### src/rtl/rasterPkg.sv
`timescale 1ns/1ps
package rasterPkg;

  // strobes from the horizontal control to the raster datapath
  typedef struct packed {
    logic pixEn;       // last master clock of a pixel
    logic lineEnd;     // pixel counter sits on the final pixel of the line
    logic blankLatch;  // pixel counter sits on the pixel before the blank switch
  } rasterStrobeT;

  typedef enum logic [1:0] {
    RG_VSYNC  = 2'd0,
    RG_BORDER = 2'd1,
    RG_CENTRE = 2'd2
  } lineRegionT;

endpackage

### src/rtl/rasterCtrl.sv
`timescale 1ns/1ps
module rasterCtrl
  import rasterPkg::*;
#(
  parameter int CLK_PER_PX = 4,
  parameter int H_TOTAL    = 384,
  parameter int BLANK_PX   = 14,
  parameter int RST_MCLK   = 137,
  parameter int HCNT_W     = 9
) (
  input  logic              clk,
  input  logic              rst,
  output rasterStrobeT      strobe,
  output logic [HCNT_W-1:0] hCount
);

  localparam int RST_PIX = (RST_MCLK / CLK_PER_PX) % H_TOTAL;
  localparam logic [HCNT_W-1:0] PIX_LAST  = HCNT_W'(H_TOTAL - 1);
  localparam logic [HCNT_W-1:0] PIX_PRE   = HCNT_W'(BLANK_PX - 1);
  localparam logic [HCNT_W-1:0] PIX_RESET = HCNT_W'(RST_PIX);

  logic              pixTick;
  logic [HCNT_W-1:0] pixPos;

  generate
    if (CLK_PER_PX == 1) begin : gNoDivide
      assign pixTick = 1'b1;
    end else begin : gDivide
      localparam int PH_W = $clog2(CLK_PER_PX);
      localparam logic [PH_W-1:0] PH_LAST  = PH_W'(CLK_PER_PX - 1);
      localparam logic [PH_W-1:0] PH_RESET = PH_W'(RST_MCLK % CLK_PER_PX);
      logic [PH_W-1:0] phase;

      always_ff @(posedge clk) begin
        if (rst)                 phase <= PH_RESET;
        else if (phase == PH_LAST) phase <= '0;
        else                     phase <= phase + PH_W'(1);
      end

      assign pixTick = (phase == PH_LAST);
    end
  endgenerate

  always_ff @(posedge clk) begin
    if (rst) begin
      pixPos <= PIX_RESET;
    end else if (pixTick) begin
      if (pixPos == PIX_LAST) pixPos <= '0;
      else                    pixPos <= pixPos + HCNT_W'(1);
    end
  end

  assign strobe.pixEn      = pixTick;
  assign strobe.lineEnd    = (pixPos == PIX_LAST);
  assign strobe.blankLatch = (pixPos == PIX_PRE);
  assign hCount            = pixPos;

endmodule

### src/rtl/rasterPath.sv
`timescale 1ns/1ps
module rasterPath
  import rasterPkg::*;
#(
  parameter int H_SYNC_PX = 28,
  parameter int H_BACK_PX = 28,
  parameter int H_ACT_PX  = 320,
  parameter int V_SYNC_LN = 8,
  parameter int V_TOP_LN  = 16,
  parameter int V_ACT_LN  = 224,
  parameter int V_BOT_LN  = 16,
  parameter int HCNT_W    = 9,
  parameter int LINE_W    = 9,
  parameter int STATUS_W  = 16
) (
  input  logic                clk,
  input  logic                rst,
  input  logic                tallMode,
  input  rasterStrobeT        strobe,
  input  logic [HCNT_W-1:0]   hCount,
  output logic [LINE_W-1:0]   lineCount,
  output logic                syncOut,
  output logic                activeDisp,
  output logic                colorBlank,
  output logic                blankZero,
  output logic [STATUS_W-1:0] statusWord
);

  localparam int V_TOTAL  = V_SYNC_LN + V_TOP_LN + V_ACT_LN + V_BOT_LN;
  localparam int FIRST_I  = (1 << LINE_W) - V_TOTAL;
  localparam int TOP_I    = FIRST_I + V_SYNC_LN;
  localparam int CENTRE_I = TOP_I + V_TOP_LN;
  localparam int BOT_I    = CENTRE_I + V_ACT_LN;

  localparam logic [LINE_W-1:0] LN_FIRST  = LINE_W'(FIRST_I);
  localparam logic [LINE_W-1:0] LN_LAST   = {LINE_W{1'b1}};
  localparam logic [LINE_W-1:0] LN_TOP    = LINE_W'(TOP_I);
  localparam logic [LINE_W-1:0] LN_CENTRE = LINE_W'(CENTRE_I);
  localparam logic [LINE_W-1:0] LN_BOT    = LINE_W'(BOT_I);

  localparam logic [HCNT_W-1:0] PX_SYNC_END = HCNT_W'(H_SYNC_PX);
  localparam logic [HCNT_W-1:0] PX_ACT_BEG  = HCNT_W'(H_SYNC_PX + H_BACK_PX);
  localparam logic [HCNT_W-1:0] PX_ACT_END  = HCNT_W'(H_SYNC_PX + H_BACK_PX + H_ACT_PX);

  logic [LINE_W-1:0] lineReg;
  logic              blankReg;
  lineRegionT        region;
  logic              lineVisible;
  logic              hSyncZone;
  logic              hActZone;

  // line counter over the offset range, wrapping at all-ones
  always_ff @(posedge clk) begin
    if (rst) begin
      lineReg <= LN_FIRST;
    end else if (strobe.pixEn && strobe.lineEnd) begin
      if (lineReg == LN_LAST) lineReg <= LN_FIRST;
      else                    lineReg <= lineReg + LINE_W'(1);
    end
  end

  always_comb begin
    if (lineReg < LN_TOP)                            region = RG_VSYNC;
    else if (lineReg < LN_CENTRE || lineReg >= LN_BOT) region = RG_BORDER;
    else                                             region = RG_CENTRE;
  end

  assign lineVisible = (region == RG_CENTRE) || (tallMode && region == RG_BORDER);
  assign hSyncZone   = (hCount < PX_SYNC_END);
  assign hActZone    = (hCount >= PX_ACT_BEG) && (hCount < PX_ACT_END);

  // blank-to-zero follows line visibility, switched part way into the back porch
  always_ff @(posedge clk) begin
    if (rst)                                   blankReg <= 1'b1;
    else if (strobe.pixEn && strobe.blankLatch) blankReg <= ~lineVisible;
  end

  assign lineCount  = lineReg;
  assign syncOut    = hSyncZone ^ (region == RG_VSYNC);
  assign activeDisp = lineVisible && hActZone;
  assign colorBlank = ~activeDisp;
  assign blankZero  = blankReg;

  generate
    if (STATUS_W > LINE_W) begin : gPadStatus
      assign statusWord = {lineReg, {(STATUS_W - LINE_W){1'b0}}};
    end else begin : gBareStatus
      assign statusWord = lineReg[LINE_W-1 -: STATUS_W];
    end
  endgenerate

endmodule

### src/rtl/rasterTiming.sv
`timescale 1ns/1ps
module rasterTiming
  import rasterPkg::*;
#(
  parameter int CLK_PER_PX = 4,
  parameter int H_SYNC_PX  = 28,
  parameter int H_BACK_PX  = 28,
  parameter int H_ACT_PX   = 320,
  parameter int H_FRONT_PX = 8,
  parameter int BLANK_PX   = 14,
  parameter int V_SYNC_LN  = 8,
  parameter int V_TOP_LN   = 16,
  parameter int V_ACT_LN   = 224,
  parameter int V_BOT_LN   = 16,
  parameter int RST_MCLK   = 137,
  parameter int HCNT_W     = 9,
  parameter int LINE_W     = 9,
  parameter int STATUS_W   = 16
) (
  input  logic                clk,
  input  logic                rst,
  input  logic                tallMode,
  output logic                pixEn,
  output logic [HCNT_W-1:0]   hCount,
  output logic [LINE_W-1:0]   lineCount,
  output logic                syncOut,
  output logic                activeDisp,
  output logic                colorBlank,
  output logic                blankZero,
  output logic [STATUS_W-1:0] statusWord
);

  localparam int H_TOTAL = H_SYNC_PX + H_BACK_PX + H_ACT_PX + H_FRONT_PX;

  rasterStrobeT strobe;

  rasterCtrl #(
    .CLK_PER_PX(CLK_PER_PX),
    .H_TOTAL   (H_TOTAL),
    .BLANK_PX  (BLANK_PX),
    .RST_MCLK  (RST_MCLK),
    .HCNT_W    (HCNT_W)
  ) uCtrl (
    .clk   (clk),
    .rst   (rst),
    .strobe(strobe),
    .hCount(hCount)
  );

  rasterPath #(
    .H_SYNC_PX(H_SYNC_PX),
    .H_BACK_PX(H_BACK_PX),
    .H_ACT_PX (H_ACT_PX),
    .V_SYNC_LN(V_SYNC_LN),
    .V_TOP_LN (V_TOP_LN),
    .V_ACT_LN (V_ACT_LN),
    .V_BOT_LN (V_BOT_LN),
    .HCNT_W   (HCNT_W),
    .LINE_W   (LINE_W),
    .STATUS_W (STATUS_W)
  ) uPath (
    .clk       (clk),
    .rst       (rst),
    .tallMode  (tallMode),
    .strobe    (strobe),
    .hCount    (hCount),
    .lineCount (lineCount),
    .syncOut   (syncOut),
    .activeDisp(activeDisp),
    .colorBlank(colorBlank),
    .blankZero (blankZero),
    .statusWord(statusWord)
  );

  assign pixEn = strobe.pixEn;

endmodule

### config.mk
export PLATFORM = sky130hd
export DESIGN_NAME = rasterTiming
export DESIGN_NICKNAME = d
export VERILOG_FILES = /design/src/rtl/rasterPkg.sv /design/src/rtl/rasterCtrl.sv /design/src/rtl/rasterPath.sv /design/src/rtl/rasterTiming.sv
export SDC_FILE = /design/constraint.sdc
export NUM_CORES = 1
export LEC_CHECK = 0
export BUFFER_PORTS_ARGS = -buffer_cell sky130_fd_sc_hd__buf_2
export CAP_MARGIN = 15
export CORE_ASPECT_RATIO = 0.9
export CORE_UTILIZATION = 40
export CTS_CLUSTER_DIAMETER = 60
export DETAILED_ROUTE_END_ITERATION = 16
export GPL_TIMING_DRIVEN = 0
export PLACE_DENSITY = 0.76
export SLEW_MARGIN = 20
export SYNTH_ARGS = -nofsm -noshare
export SYNTH_HDL_FRONTEND = slang
export SYNTH_HIERARCHICAL = 1
export SYNTH_SLANG_ARGS = --single-unit
export TNS_END_PERCENT = 1
### constraint.sdc
create_clock -name clk -period 6.1 [get_ports clk]
set_input_delay 0.305 -clock clk [delete_from_list [all_inputs] [get_ports clk]]
set_output_delay 0.305 -clock clk [all_outputs]
set_load 0.05 [all_outputs]
=== After elaboration in Yosys (flattened, before gate mapping) ===
Cells that the tools add are included.

* Memory bits (writable): 0
* Latch bits: 0
* Logic and storage cells: 37
* Register bits: 21
* Memory bits (read-only): 0
* Input port bits: 3
* Memories kept: 0

* Shift-type cells: 0
* Equality and inequality tests: 6
* Divide/modulo/power cells: 0
* Magnitude comparators: 6
* Bitwise logic cells: 3
* Reductions and logical operators: 9
* Add/subtract/negate cells: 3
* Muxes and demuxes: 5
* $mul: 0

{| class="wikitable"
|+ Operator list
! cell !! number
|-
| 9-bit less-than comparator, second input constant || 3
|-
| 9-bit by 1-bit adder with 9-bit output, second input constant || 2
|-
| 9-bit equality test, second input constant || 2
|-
| 9-bit two-way mux || 2
|-
| 9-bit by 4-bit equality test with 1-bit output, second input constant || 1
|-
| 9-bit by 6-bit greater-or-equal comparator with 1-bit output, second input constant || 1
|-
| 9-bit greater-or-equal comparator, second input constant || 1
|-
| 9-bit by 5-bit less-than comparator with 1-bit output, second input constant || 1
|-
| 1-bit logical AND || 5
|-
| 2-bit equality test, second input constant || 2
|-
| 2-bit two-way mux || 2
|-
| 2-bit by 1-bit adder with 2-bit output, second input constant || 1
|-
| 2-bit by 1-bit equality test with 1-bit output, second input constant || 1
|-
| 2-bit zero test || 1
|-
| 1-bit logical OR || 2
|-
| 1-bit inverter || 2
|-
| 2-bit OR reduction || 1
|-
| 1-bit two-way mux || 1
|-
| 1-bit bitwise XOR || 1
|}

=== Longest topological paths before layout ===
Gate-level depths: netlist (run 1).

* Word-level depth: 9
* Gate-level depth with buffers: 6
* Gate-level depth less buffers: 6

=== Hierarchy ===
The synthesis (run 1) kept the hierarchy.

{| class="wikitable"
|+ Modules (own cells, without submodules)
! module !! times used !! seq. area each (um^2) !! cells each !! area an instance (um^2)
|-
| rasterPath || 1 || 200.2 || 82 || 686.9
|-
| rasterCtrl || 1 || 220.2 || 63 || 561.8
|}

=== Worst setup path after synthesis (run 1) ===
Ideal clock, no wire load.

* Path kind: register -> output
* From: register uCtrl.pixPos[3] (netlist: uCtrl/hCount[3])
* To: output activeDisp
* Cell stages (with the launch flop): 3
* Setup slack: 3117 ps
* Buffers on the path: 0
* Data arrival time: 2678 ps
* Data required time: 5795 ps
* Path through: dfxtp_1 > a31oi_1 > nor4b_1

* Longest elaborated chain between the ends: 3
* Elaborated cells between the ends (all ways): 4

{| class="wikitable"
|+ RTL lines
! what !! line !! RTL
|-
| start, declared || rasterCtrl.sv:23 || <nowiki>logic [HCNT_W-1:0] pixPos;</nowiki>
|-
| start signal, assigned || rasterCtrl.sv:49 || <nowiki>else pixPos <= pixPos + HCNT_W'(1);</nowiki>
|-
| 9-bit by 6-bit greater-or-equal comparator with 1-bit output / 9-bit less-than comparator (equally long branches) || rasterPath.sv:70 || <nowiki>assign hActZone = (hCount >= PX_ACT_BEG) && (hCount < PX_ACT_END);</nowiki>
|-
| 1-bit logical AND * || rasterPath.sv:70 ||
|-
| 1-bit logical AND * || rasterPath.sv:80 || <nowiki>assign activeDisp = lineVisible && hActZone;</nowiki>
|-
| end, declared || rasterTiming.sv:27 || <nowiki>output logic activeDisp,</nowiki>
|}

Every way passes the cells marked *; elsewhere a longest branch is shown, timed or not.

==> results of run 1 <==
==> worst register-to-register path, cell delays in order (launching register included) <==
cell and delay (ns):
sky130_fd_sc_hd__dfxtp_1 0.48, sky130_fd_sc_hd__ha_1 0.26, sky130_fd_sc_hd__inv_1 0.06, sky130_fd_sc_hd__nor3_1 0.76
sky130_fd_sc_hd__nand4_1 0.41, sky130_fd_sc_hd__nor4_1 0.37, sky130_fd_sc_hd__nand3b_1 0.15
==> through the flow <==
stage | instance area [um2] | hold slack [ns] | worst slack [ns] | instances | util [%]
2_1_floorplan | 1270 | 0.374 | 3.12 | 151 | -
3_3_place_gp | 1490 | 0.421 | 3.67 | 225 | 52.1
3_5_place_dp | 1490 | 0.430 | 3.61 | 225 | 52.1
4_1_cts | 1520 | 0.274 | 3.57 | 229 | 53.1
5_1_grt | 1520 | 0.272 | 3.28 | 229 | 53.1
6_report | 1520 | 0.286 | 3.55 | 229 | 53.1
==> worst min path at each step <==
stage / startpoint / endpoint / cells past startpoint
after floorplan: rst / uPath/lineCount[8]$_SDFFE_PP0P_ / 1
after global placement: uCtrl/gDivide.phase[0]$_SDFF_PP1_ / uCtrl/gDivide.phase[0]$_SDFF_PP1_ / 1
after detailed placement: uCtrl/gDivide.phase[0]$_SDFF_PP1_ / uCtrl/gDivide.phase[0]$_SDFF_PP1_ / 1
after CTS: rst / uPath/lineCount[8]$_SDFFE_PP0P_ / 2
after global routing: rst / uPath/lineCount[8]$_SDFFE_PP0P_ / 2
final: rst / uPath/lineCount[8]$_SDFFE_PP0P_ / 2
==> placed cells by master, fill, tap and decap left out, drive strengths merged, types with 2 or more instances in the layout <==
cell	count
a21oi	7
a31oi	2
buf	54
clkbuf	4
conb	7
dfxtp	21
ha	5
inv	6
nand2	8
nand3	10
nand3b	4
nand4	7
nand4b	2
nor2	8
nor2b	2
nor3	5
o21ai	7
o31ai	2
or3	6
or4	3
xnor2	2
xor2	4
==> registers in the layout, indices dropped and copies added (netlist names) <==
name / count
uCtrl/hCount: 9
uPath/lineCount: 9
uCtrl/gDivide.phase: 2
uPath/blankZero: 1
==> logic make-up (layout without fill, tap and decap cells) <==
logic type	count (synthesis)	in the layout	share of synthesized area, %
fa+ha+maj	5	5	5.01
other cells	1	7	0.300
buf+inv	26	64	13.6
xor+xnor	6	6	4.21
compound gates	26	26	14.4
flops	21	21	33.7
simple gates	60	60	28.8
==> power by group through the flow <==
stage / combinational, mW / sequential (mW) / clock (mW)
6_report: 0.0542 / 0.147 / 0.0663
4_1_cts: 0.0540 / 0.147 / 0.0688
2_1_floorplan: 0.0366 / 0.157 / 0
3_5_place_dp: 0.0537 / 0.150 / 0
3_3_place_gp: 0.0521 / 0.150 / 0
5_1_grt: 0.0588 / 0.148 / 0.0761
==> layer usage <==
metal	GRT usage (%)	vias to the layer above
li1	-	599
met1	21.6	546
met2	29.9	45
met3	3.49	4
met4	9.47	0
met5	0	-
==> final cells by class <==
type	count	area share (%)
Timing Repair Buffer	34	11.2
Buffer	20	9.73
Sequential cell	21	27.7
Inverter	6	1.48
Tap cell	40	3.30
Multi-Input combinational cell	104	44.8
Clock buffer	4	1.73
==> impl_metrics.yaml, run 1 <==
die:
  die_area_mm2: 0.00335
  placementRows: 18
  die_w_um: 60.9
  die_h_um: 55.0
  placeable_core_area_mm2: 0.00286
  start_util_pct: 43.7
  io_pins: 42
cells_and_area:
  design.final.nets: 198
  insertedDiodeCount: 0
  post_route_cells_drive_above_1_share_pct: 34.4
  fill_cells: 277
  layout-area-overhead-vs-synth_pct: 21.5
  multi_input_combinational_cell_area_um2: 681
  seq_area_um2: 420
synthesis:
  synth.area.top_cells: "sky130_fd_sc_hd__dfxtp_1 (34%), sky130_fd_sc_hd__buf_4 (11%), sky130_fd_sc_hd__ha_1 (5.0%)"
  ys.warnings.count: 6
  yosys.cell_count.top_type: "sky130_fd_sc_hd__dfxtp_1"
  synth_top_area_cell: "sky130_fd_sc_hd__dfxtp_1"
  seq_area_frac_synth_pct: 33.7
  ys_seq_elements: 21
  cell_area_synth_mm2: 0.00125
  synth_cell_types: 39
  synth_top_cells_by_count: "sky130_fd_sc_hd__dfxtp_1 (21), sky130_fd_sc_hd__buf_4 (19), sky130_fd_sc_hd__nand3_1 (10)"
  synth_enable_flop_cells: 0
  synth_top_flop_cell: "sky130_fd_sc_hd__dfxtp_1"
  synthDominantCellAreaShare_pct: 33.7
  synth-async-reset-ratio_pct: 0
  synthesis.instances: 145
  synthesis.area_per_instance_um2: 8.61
timing:
  min_period_over_period_pct: 41.9
  rsz0062_at_grt: "false"
  final.setup.tns_ns: 0
  worst_clock_skew_ns: 0.00186
  post_layout_min_period_ns: 2.55
  actual_transition_at_the_worst_max_transition_pin_ns: 0.927
  max-slew-margin-rel_pct: 37.7
  finalSetupViolations: 0
  timing_hold_violations_final: 0
  max_freq_ghz: 0.392
  timing.final.max_slew_violations: 0
drt:
  vias_per_cell: 5.21
  route.vias.total: 1194
  wl_met1_mm: 1.24
  drt_first_pass_iters: 4
  drc: 0
  wirelength_mm: 2.78
  drtIter0Drc: 34
  ant_nets: 0
  wl_per_cell_um: 12.1
  met3_length_um: 130
  detailroute.wirelength.met2_mm: 1.38
  top_layer_used: "met4"
worst_setup_path:
  cp_data_arrival_time_ns: 2.79
  setup.worst_path.start_class: "flip-flop"
  cp_slowest_cell: "sky130_fd_sc_hd__nor3_1"
  worst-r2r-setup-slack_ns: 3.55
  critical_path_cell_count: 6
  path_delay_family: "simple AND/OR/NAND/NOR gates"
  worst-r2r-cell-count: 6
  setup.worst_path.class: "flip-flop to flip-flop"
  timing.critical_path.to_type: "flip-flop"
  cp_num_buf_inv: 1
  worst_r2r_endpoint: "uPath/lineCount[7]$_SDFFE_PP1P_"
  cp_max_fo: 9
  reg2reg_launch_point: "uCtrl/hCount[0]$_SDFFE_PP0P_"
  slowest_delay_ns: 0.76
  crit_required_ns: 6.34
  critical_path.endpoint: "uPath/lineCount[7]$_SDFFE_PP1P_"
  crit_chain: "ha_1, inv_1, nor3_1, nand4_1, nor4_1, nand3b_1"
  crit_start: "uCtrl/hCount[0]$_SDFFE_PP0P_"
power:
  vdd_drop_max_v: 0.0000830
  power.density_cell_area_mw_per_mm2: 176
  clock_power_share_pct: 24.8
  seq_power_share_pct: 55.0
  power.net_switching_mw: 0.0842
  finalPower_mw: 0.268
  intPower_mw: 0.183
  power.combinational.fraction_pct: 20.3
  leakagePower_nw: 0.639
  switching_share_of_power_pct: 31.5
grt:
  grt_overflow: 0
  first_global_vias: 971
  grt_start_max_net_pins: 12
  grt_antenna_before_repair: 0
  grt.total_usage_pct: 17.8
  global_route_wire_length_before_repair_mm: 4.29
clock_network:
  postCtsResizedCells: 0
  clk_pin_slew_ns: 0.11
  holdBufCountCts: 0
  tritoncts: "built"
  clock_sinks: 21
  postcts_setup_bufs: 0
  clock_tree.htree_level_count: 1
  clk-insertion-delay-late_ns: 0.30
  max-clock-path-buffers: 2
  numCtsBuffers: 3
  cts_root_buf: "sky130_fd_sc_hd__clkbuf_4"
min_path:
  worstHoldPathType: "primary input to flip-flop"
run_status:
  status: "completed"
placement:
  gp_routability_congestion: 0.859
  dp_hpwl_mm: 2.02
  buffers_on_ports: 34
run:
  timing.max_cap.violations: 0
(Power assumes the default switching activity.)
==> run 2, diff against run 1 <==
==> constraint.sdc (replaced) <==
create_clock -name clk -period 2.68 [get_ports clk]
set_input_delay 0.134 -clock clk [delete_from_list [all_inputs] [get_ports clk]]
set_output_delay 0.134 -clock clk [all_outputs]
set_load 0.05 [all_outputs]
==> run 2 against run 1 <==
Sequential cell count did not move. Worst setup slack got worse by 3.1 ns. Total power rose by 130%. Wire length rose by 0.61%. Final area rose by 0.74%. Critical path type unchanged. Highest routed layer unchanged.
==> impl_metrics.yaml, run 2 (same netlist as run 1, synthesis figures left out) <==
run_status:
  status: "completed"
die:
  die_h_um: 55.0
  start_util_pct: 43.7
  io_pins: 42
  placeable_core_area_mm2: 0.00286
  die_area_mm2: 0.00335
  placementRows: 18
  die_w_um: 60.9
drt:
  ant_nets: 0
  drc: 0
  drt_first_pass_iters: 4
  vias_per_cell: 5.12
  wl_per_cell_um: 12.2
  route.vias.total: 1173
  drtIter0Drc: 36
  wirelength_mm: 2.80
timing:
  post_layout_min_period_ns: 2.23
  max_freq_ghz: 0.448
  finalSetupViolations: 0
  actual_transition_at_the_worst_max_transition_pin_ns: 0.545
  hold_slack_ns: 0.0903
  min_period_over_period_pct: 83.2
  timing_hold_violations_final: 0
  worst_clock_skew_ns: 0.00212
  max-slew-margin-rel_pct: 63.4
  timing.final.max_slew_violations: 0
  final.setup.tns_ns: 0
  rsz0062_at_grt: "false"
power:
  vdd_drop_max_v: 0.000179
  power.net_switching_mw: 0.196
  leakagePower_nw: 0.639
  intPower_mw: 0.417
  seq_power_share_pct: 54.6
  switching_share_of_power_pct: 32.0
  finalPower_mw: 0.613
  power.combinational.fraction_pct: 20.1
  power.density_cell_area_mw_per_mm2: 401
  clock_power_share_pct: 25.3
clock_network:
  max-clock-path-buffers: 2
  clk_pin_slew_ns: 0.12
  numCtsBuffers: 3
  postcts_setup_bufs: 0
  clock_tree.htree_level_count: 1
  clk-insertion-delay-late_ns: 0.30
  cts_root_buf: "sky130_fd_sc_hd__clkbuf_4"
  tritoncts: "built"
  clock_sinks: 21
placement:
  dp_hpwl_mm: 2.12
  buffers_on_ports: 34
  gp_routability_congestion: 0.775
  placed_cells_incl_taps: 225
grt:
  grt.total_usage_pct: 18.1
  grt_overflow: 0
  global_route_wire_length_before_repair_mm: 4.45
  first_global_vias: 1014
  grt_antenna_before_repair: 0
  grt_start_max_net_pins: 12
cells_and_area:
  post-route-util_pct: 53.5
  layout-area-overhead-vs-synth_pct: 22.4
  non_filler_instance_count_after_layout: 229
  layout_commonest_cell: "sky130_fd_sc_hd__buf_2"
  final_cell_mix: "sky130_fd_sc_hd__buf_2 (35), sky130_fd_sc_hd__dfxtp_1 (21), sky130_fd_sc_hd__buf_4 (19), sky130_fd_sc_hd__nand3_1 (10)"
  post_route_cells_drive_above_1_share_pct: 35.4
  insertedDiodeCount: 0
  design.final.nets: 198
worst_setup_path:
  critical_path.most_common_cell: "sky130_fd_sc_hd__nand3_1"
  slowest_delay_ns: 0.48
  cp_max_fo: 9
  worst-r2r-cell-count: 6
  cp_slowest_cell: "sky130_fd_sc_hd__dfxtp_1"
  setup.worst_path.start_class: "flip-flop"
  setup.worst_path.class: "flip-flop to flip-flop"
  reg2reg_launch_point: "uCtrl/hCount[0]$_SDFFE_PP0P_"
  cp_data_arrival_time_ns: 2.48
  worst-r2r-setup-slack_ns: 0.45
  worst_r2r_endpoint: "uPath/lineCount[4]$_SDFFE_PP1P_"
  timing.critical_path.to_type: "flip-flop"
  crit_chain: "ha_1, inv_1, nor3_2, nand3_1, or3_2, nand3_1"
  crit_required_ns: 2.93
run:
  timing.max_cap.violations: 0
min_path:
  hold_crit_start: "rst"
  worst_hold_path.num_cells: 2
  worstHoldPathType: "primary input to flip-flop"
  worstHoldEndpoint: "uPath/lineCount[8]$_SDFFE_PP0P_"
run 2: cell count changes in the layout (fill, tap and decap cells not counted):
cell,change
sky130_fd_sc_hd__nor3_2,+1
sky130_fd_sc_hd__nor3_1,-1
sky130_fd_sc_hd__nor4b_1,-1
sky130_fd_sc_hd__nor4b_2,+1
run 2: worst max path at each step:
stage	startpoint	to	slack, ns
after floorplan	uCtrl/hCount[0]$_SDFFE_PP0P_	uPath/lineCount[4]$_SDFFE_PP1P_	0.22
after global placement	uCtrl/hCount[0]$_SDFFE_PP0P_	uPath/lineCount[4]$_SDFFE_PP1P_	0.26
after detailed placement	uCtrl/hCount[0]$_SDFFE_PP0P_	uPath/lineCount[4]$_SDFFE_PP1P_	0.19
after CTS	uCtrl/hCount[0]$_SDFFE_PP0P_	uPath/lineCount[4]$_SDFFE_PP1P_	0.16
after global routing	uCtrl/hCount[0]$_SDFFE_PP0P_	uPath/lineCount[7]$_SDFFE_PP1P_	0.24
final	uCtrl/hCount[0]$_SDFFE_PP0P_	uPath/lineCount[4]$_SDFFE_PP1P_	0.45
run 2: final cells by class:
type / count / area (um2)
Fill cell: 286 / 1330
Clock buffer: 4 / 26.3
Buffer: 20 / 148
Multi-Input combinational cell: 104 / 692
Timing Repair Buffer: 34 / 170
Sequential cell: 21 / 420
Inverter: 6 / 22.5
Tap cell: 40 / 50.0
run 2: stage by stage:
stage          worst slack [ns]  cell area (um2)
2_1_floorplan             0.218             1280
3_3_place_gp              0.255             1500
3_5_place_dp              0.189             1500
4_1_cts                   0.164             1520
5_1_grt                   0.245             1530
6_report                  0.450             1530
run 2: what timing repair did:
| item | in CTS | in global routing |
|---|---|---|
| resized for setup | 0 | 1 |
| setup endpoints to repair | 0 | 4 |
| endpoints found under the hold margin | 0 | 0 |
| hold buffers | 0 | 0 |
run 2: worst max-delay path, delay by kind of cell (launching register included):
kind,cells,cell delay (ns)
flip-flops,1,0.48
adder cells (fa/ha/maj),1,0.27
buffers and inverters,1,0.07
AND/OR/NAND/NOR,4,1.35
run 2: routing by layer:
layer / up-vias / global-route usage (%) / wire, um
li1: 591 / - / -
met1: 546 / 24.0 / 1260
met2: 34 / 29.9 / 1390
met3: 2 / 2.09 / 116
met4: 0 / 7.95 / 27
met5: - / 0 / 0
run 2: power by group through the flow:
stage	Sequential [mW]	Combinational [mW]	Clock [mW]
6_report	0.334	0.123	0.155
5_1_grt	0.337	0.133	0.171
4_1_cts	0.335	0.122	0.163
3_5_place_dp	0.342	0.122	0
3_3_place_gp	0.341	0.120	0
2_1_floorplan	0.358	0.0835	0
==> run 3, diff against run 2 <==
==> constraint.sdc (replaced) <==
create_clock -name clk -period 2.2 [get_ports clk]
set_input_delay 0.11 -clock clk [delete_from_list [all_inputs] [get_ports clk]]
set_output_delay 0.11 -clock clk [all_outputs]
set_load 0.05 [all_outputs]
==> run 3 against run 2 <==
Die area is the same. Non-clock buffer count rose by 1. Worst setup slack lost 0.29 ns. Critical endpoint unchanged. First-iteration DRC count increased by 28%. Utilization grew 0.52 points. Clock skew decreased by 0.00079 ns. Sequential cell count unchanged. Total power is 22% higher. Sequential share of layout area down 0.19 points. Sequential power increased by 22%. Critical path type unchanged. Wire length grew 0.29%.
==> impl_metrics.yaml, run 3 (same netlist as run 1, synthesis figures left out) <==
die:
  io_pins: 42
  die_h_um: 55.0
  die_w_um: 60.9
  placementRows: 18
  placeable_core_area_mm2: 0.00286
  die_area_mm2: 0.00335
  start_util_pct: 43.7
timing:
  post-route-worst-setup-slack_ns: 0.162
  actual_transition_at_the_worst_max_transition_pin_ns: 0.527
  worst_clock_skew_ns: 0.00133
  post_layout_min_period_ns: 2.04
  timing_hold_violations_final: 0
  min_period_over_period_pct: 92.6
  max-slew-margin-rel_pct: 64.7
  final.setup.tns_ns: 0
  hold_slack_ns: 0.0678
  timing.final.max_slew_violations: 0
  rsz0062_at_grt: "false"
  finalSetupViolations: 0
  max_freq_ghz: 0.491
min_path:
  worst_hold_path.num_cells: 2
  worstHoldEndpoint: "uPath/lineCount[8]$_SDFFE_PP0P_"
  worstHoldPathType: "primary input to flip-flop"
  hold_crit_start: "rst"
worst_setup_path:
  critical_path.most_common_cell: "sky130_fd_sc_hd__nand3_1"
  cp_slowest_cell: "sky130_fd_sc_hd__dfxtp_1"
  timing.critical_path.to_type: "flip-flop"
  reg2reg_launch_point: "uCtrl/hCount[3]$_SDFFE_PP0P_"
  setup.worst_path.class: "flip-flop to flip-flop"
  worst-r2r-cell-count: 5
  setup.worst_path.start_class: "flip-flop"
  worst_r2r_endpoint: "uPath/lineCount[4]$_SDFFE_PP1P_"
  path_delay_family: "simple AND/OR/NAND/NOR gates"
  cp_num_buf_inv: 0
  worst-r2r-setup-slack_ns: 0.16
  crit_required_ns: 2.45
  cp_data_arrival_time_ns: 2.29
  slowest_delay_ns: 0.56
  crit_chain: "nand4_4, nor3_4, nand3_1, or3_2, nand3_1"
  cp_max_fo: 9
drt:
  wirelength_mm: 2.81
  drc: 0
  drt_first_pass_iters: 4
  vias_per_cell: 5.13
  wl_per_cell_um: 12.2
  ant_nets: 0
  route.vias.total: 1179
  drtIter0Drc: 46
power:
  seq_power_share_pct: 54.5
  intPower_mw: 0.509
  leakagePower_nw: 0.658
  finalPower_mw: 0.749
  power.combinational.fraction_pct: 20.2
  vdd_drop_max_v: 0.000218
  clock_power_share_pct: 25.3
  power.net_switching_mw: 0.240
  power.density_cell_area_mw_per_mm2: 485
  switching_share_of_power_pct: 32.1
cells_and_area:
  postLayoutCellArea_mm2: 0.00154
  layout_commonest_cell: "sky130_fd_sc_hd__buf_2"
  insertedDiodeCount: 0
  layout-area-overhead-vs-synth_pct: 23.6
  final_cell_mix: "sky130_fd_sc_hd__buf_2 (35), sky130_fd_sc_hd__buf_4 (20), sky130_fd_sc_hd__dfxtp_1 (20), sky130_fd_sc_hd__nand3_1 (10)"
  post_route_cells_drive_above_1_share_pct: 36.3
  design.final.nets: 199
  fill_cells: 286
  seq_area_um2: 422
  multi_input_combinational_cell_area_um2: 698
placement:
  buffers_on_ports: 34
  placedInstanceArea_mm2: 0.00150
  dp_hpwl_mm: 2.12
  place_ws_ns: -0.291
  gp_routability_congestion: 0.775
grt:
  grt.total_usage_pct: 18.1
  global_route_wire_length_before_repair_mm: 4.45
  first_global_vias: 1014
  grt_overflow: 0
  grt_antenna_before_repair: 0
  grt_start_max_net_pins: 12
clock_network:
  holdBufCountCts: 0
  clk-insertion-delay-late_ns: 0.30
  clock_tree.htree_level_count: 1
  tritoncts: "built"
  cts_root_buf: "sky130_fd_sc_hd__clkbuf_4"
  max-clock-path-buffers: 2
  clock_sinks: 21
  clk_pin_slew_ns: 0.12
  numCtsBuffers: 3
run_status:
  status: "completed"
run:
  timing.max_cap.violations: 0
[run 3: cell types whose count changed in the layout (fill, tap and decap cells not counted)]
cell	previous run	this run
sky130_fd_sc_hd__buf_4	19	20
sky130_fd_sc_hd__dfxtp_1	21	20
sky130_fd_sc_hd__dfxtp_2	0	1
sky130_fd_sc_hd__nor3_2	1	0
sky130_fd_sc_hd__nor3_4	0	1
[run 3: cell type report]
| class | count | share of cell area (%) |
|---|---|---|
| clock buffers | 4 | 1.70 |
| repair buffers | 35 | 11.5 |
| plain buffers | 20 | 9.56 |
| well taps | 40 | 3.24 |
| multi-input cells | 104 | 45.2 |
| inverters | 6 | 1.46 |
| flip-flops and latches | 21 | 27.3 |
[run 3: power by group through the flow]
stage	registers, mW	clock network (mW)	logic [mW]
floorplan	0.436	0	0.102
global placement	0.416	0	0.146
detailed placement	0.416	0	0.148
CTS	0.408	0.198	0.149
global route	0.411	0.208	0.163
finish	0.408	0.189	0.151
[run 3: through the flow]
step,util [%],cells
floorplan,-,151
global placement,52.4,225
detailed placement,52.4,225
CTS,53.5,229
global route,54.0,230
finish,54.0,230
[run 3: worst max-delay path by stage]
| stage | cells past startpoint | to | startpoint |
|---|---|---|---|
| 6_report | 5 | uPath/lineCount[4]$_SDFFE_PP1P_ | uCtrl/hCount[3]$_SDFFE_PP0P_ |
| 2_1_floorplan | 6 | uPath/lineCount[4]$_SDFFE_PP1P_ | uCtrl/hCount[0]$_SDFFE_PP0P_ |
| 5_1_grt | 6 | uPath/lineCount[4]$_SDFFE_PP1P_ | uCtrl/hCount[1]$_SDFFE_PP1P_ |
| 3_3_place_gp | 6 | uPath/lineCount[4]$_SDFFE_PP1P_ | uCtrl/hCount[0]$_SDFFE_PP0P_ |
| 4_1_cts | 6 | uPath/lineCount[4]$_SDFFE_PP1P_ | uCtrl/hCount[0]$_SDFFE_PP0P_ |
| 3_5_place_dp | 6 | uPath/lineCount[4]$_SDFFE_PP1P_ | uCtrl/hCount[0]$_SDFFE_PP0P_ |
[run 3: what timing repair did]
action	CTS	global route
cloned	0	0
setup buffers	0	1
pin swaps	0	2
endpoints found under the setup margin	6	5
gates resized for setup	1	2
[run 3: metal layers]
| layer | GRT usage [%] | up-vias | wire [um] |
|---|---|---|---|
| li1 | - | 592 | - |
| met1 | 24.0 | 557 | 1300 |
| met2 | 29.9 | 28 | 1380 |
| met3 | 2.09 | 2 | 95 |
| met4 | 7.95 | 0 | 27 |
| met5 | 0 | - | 0 |
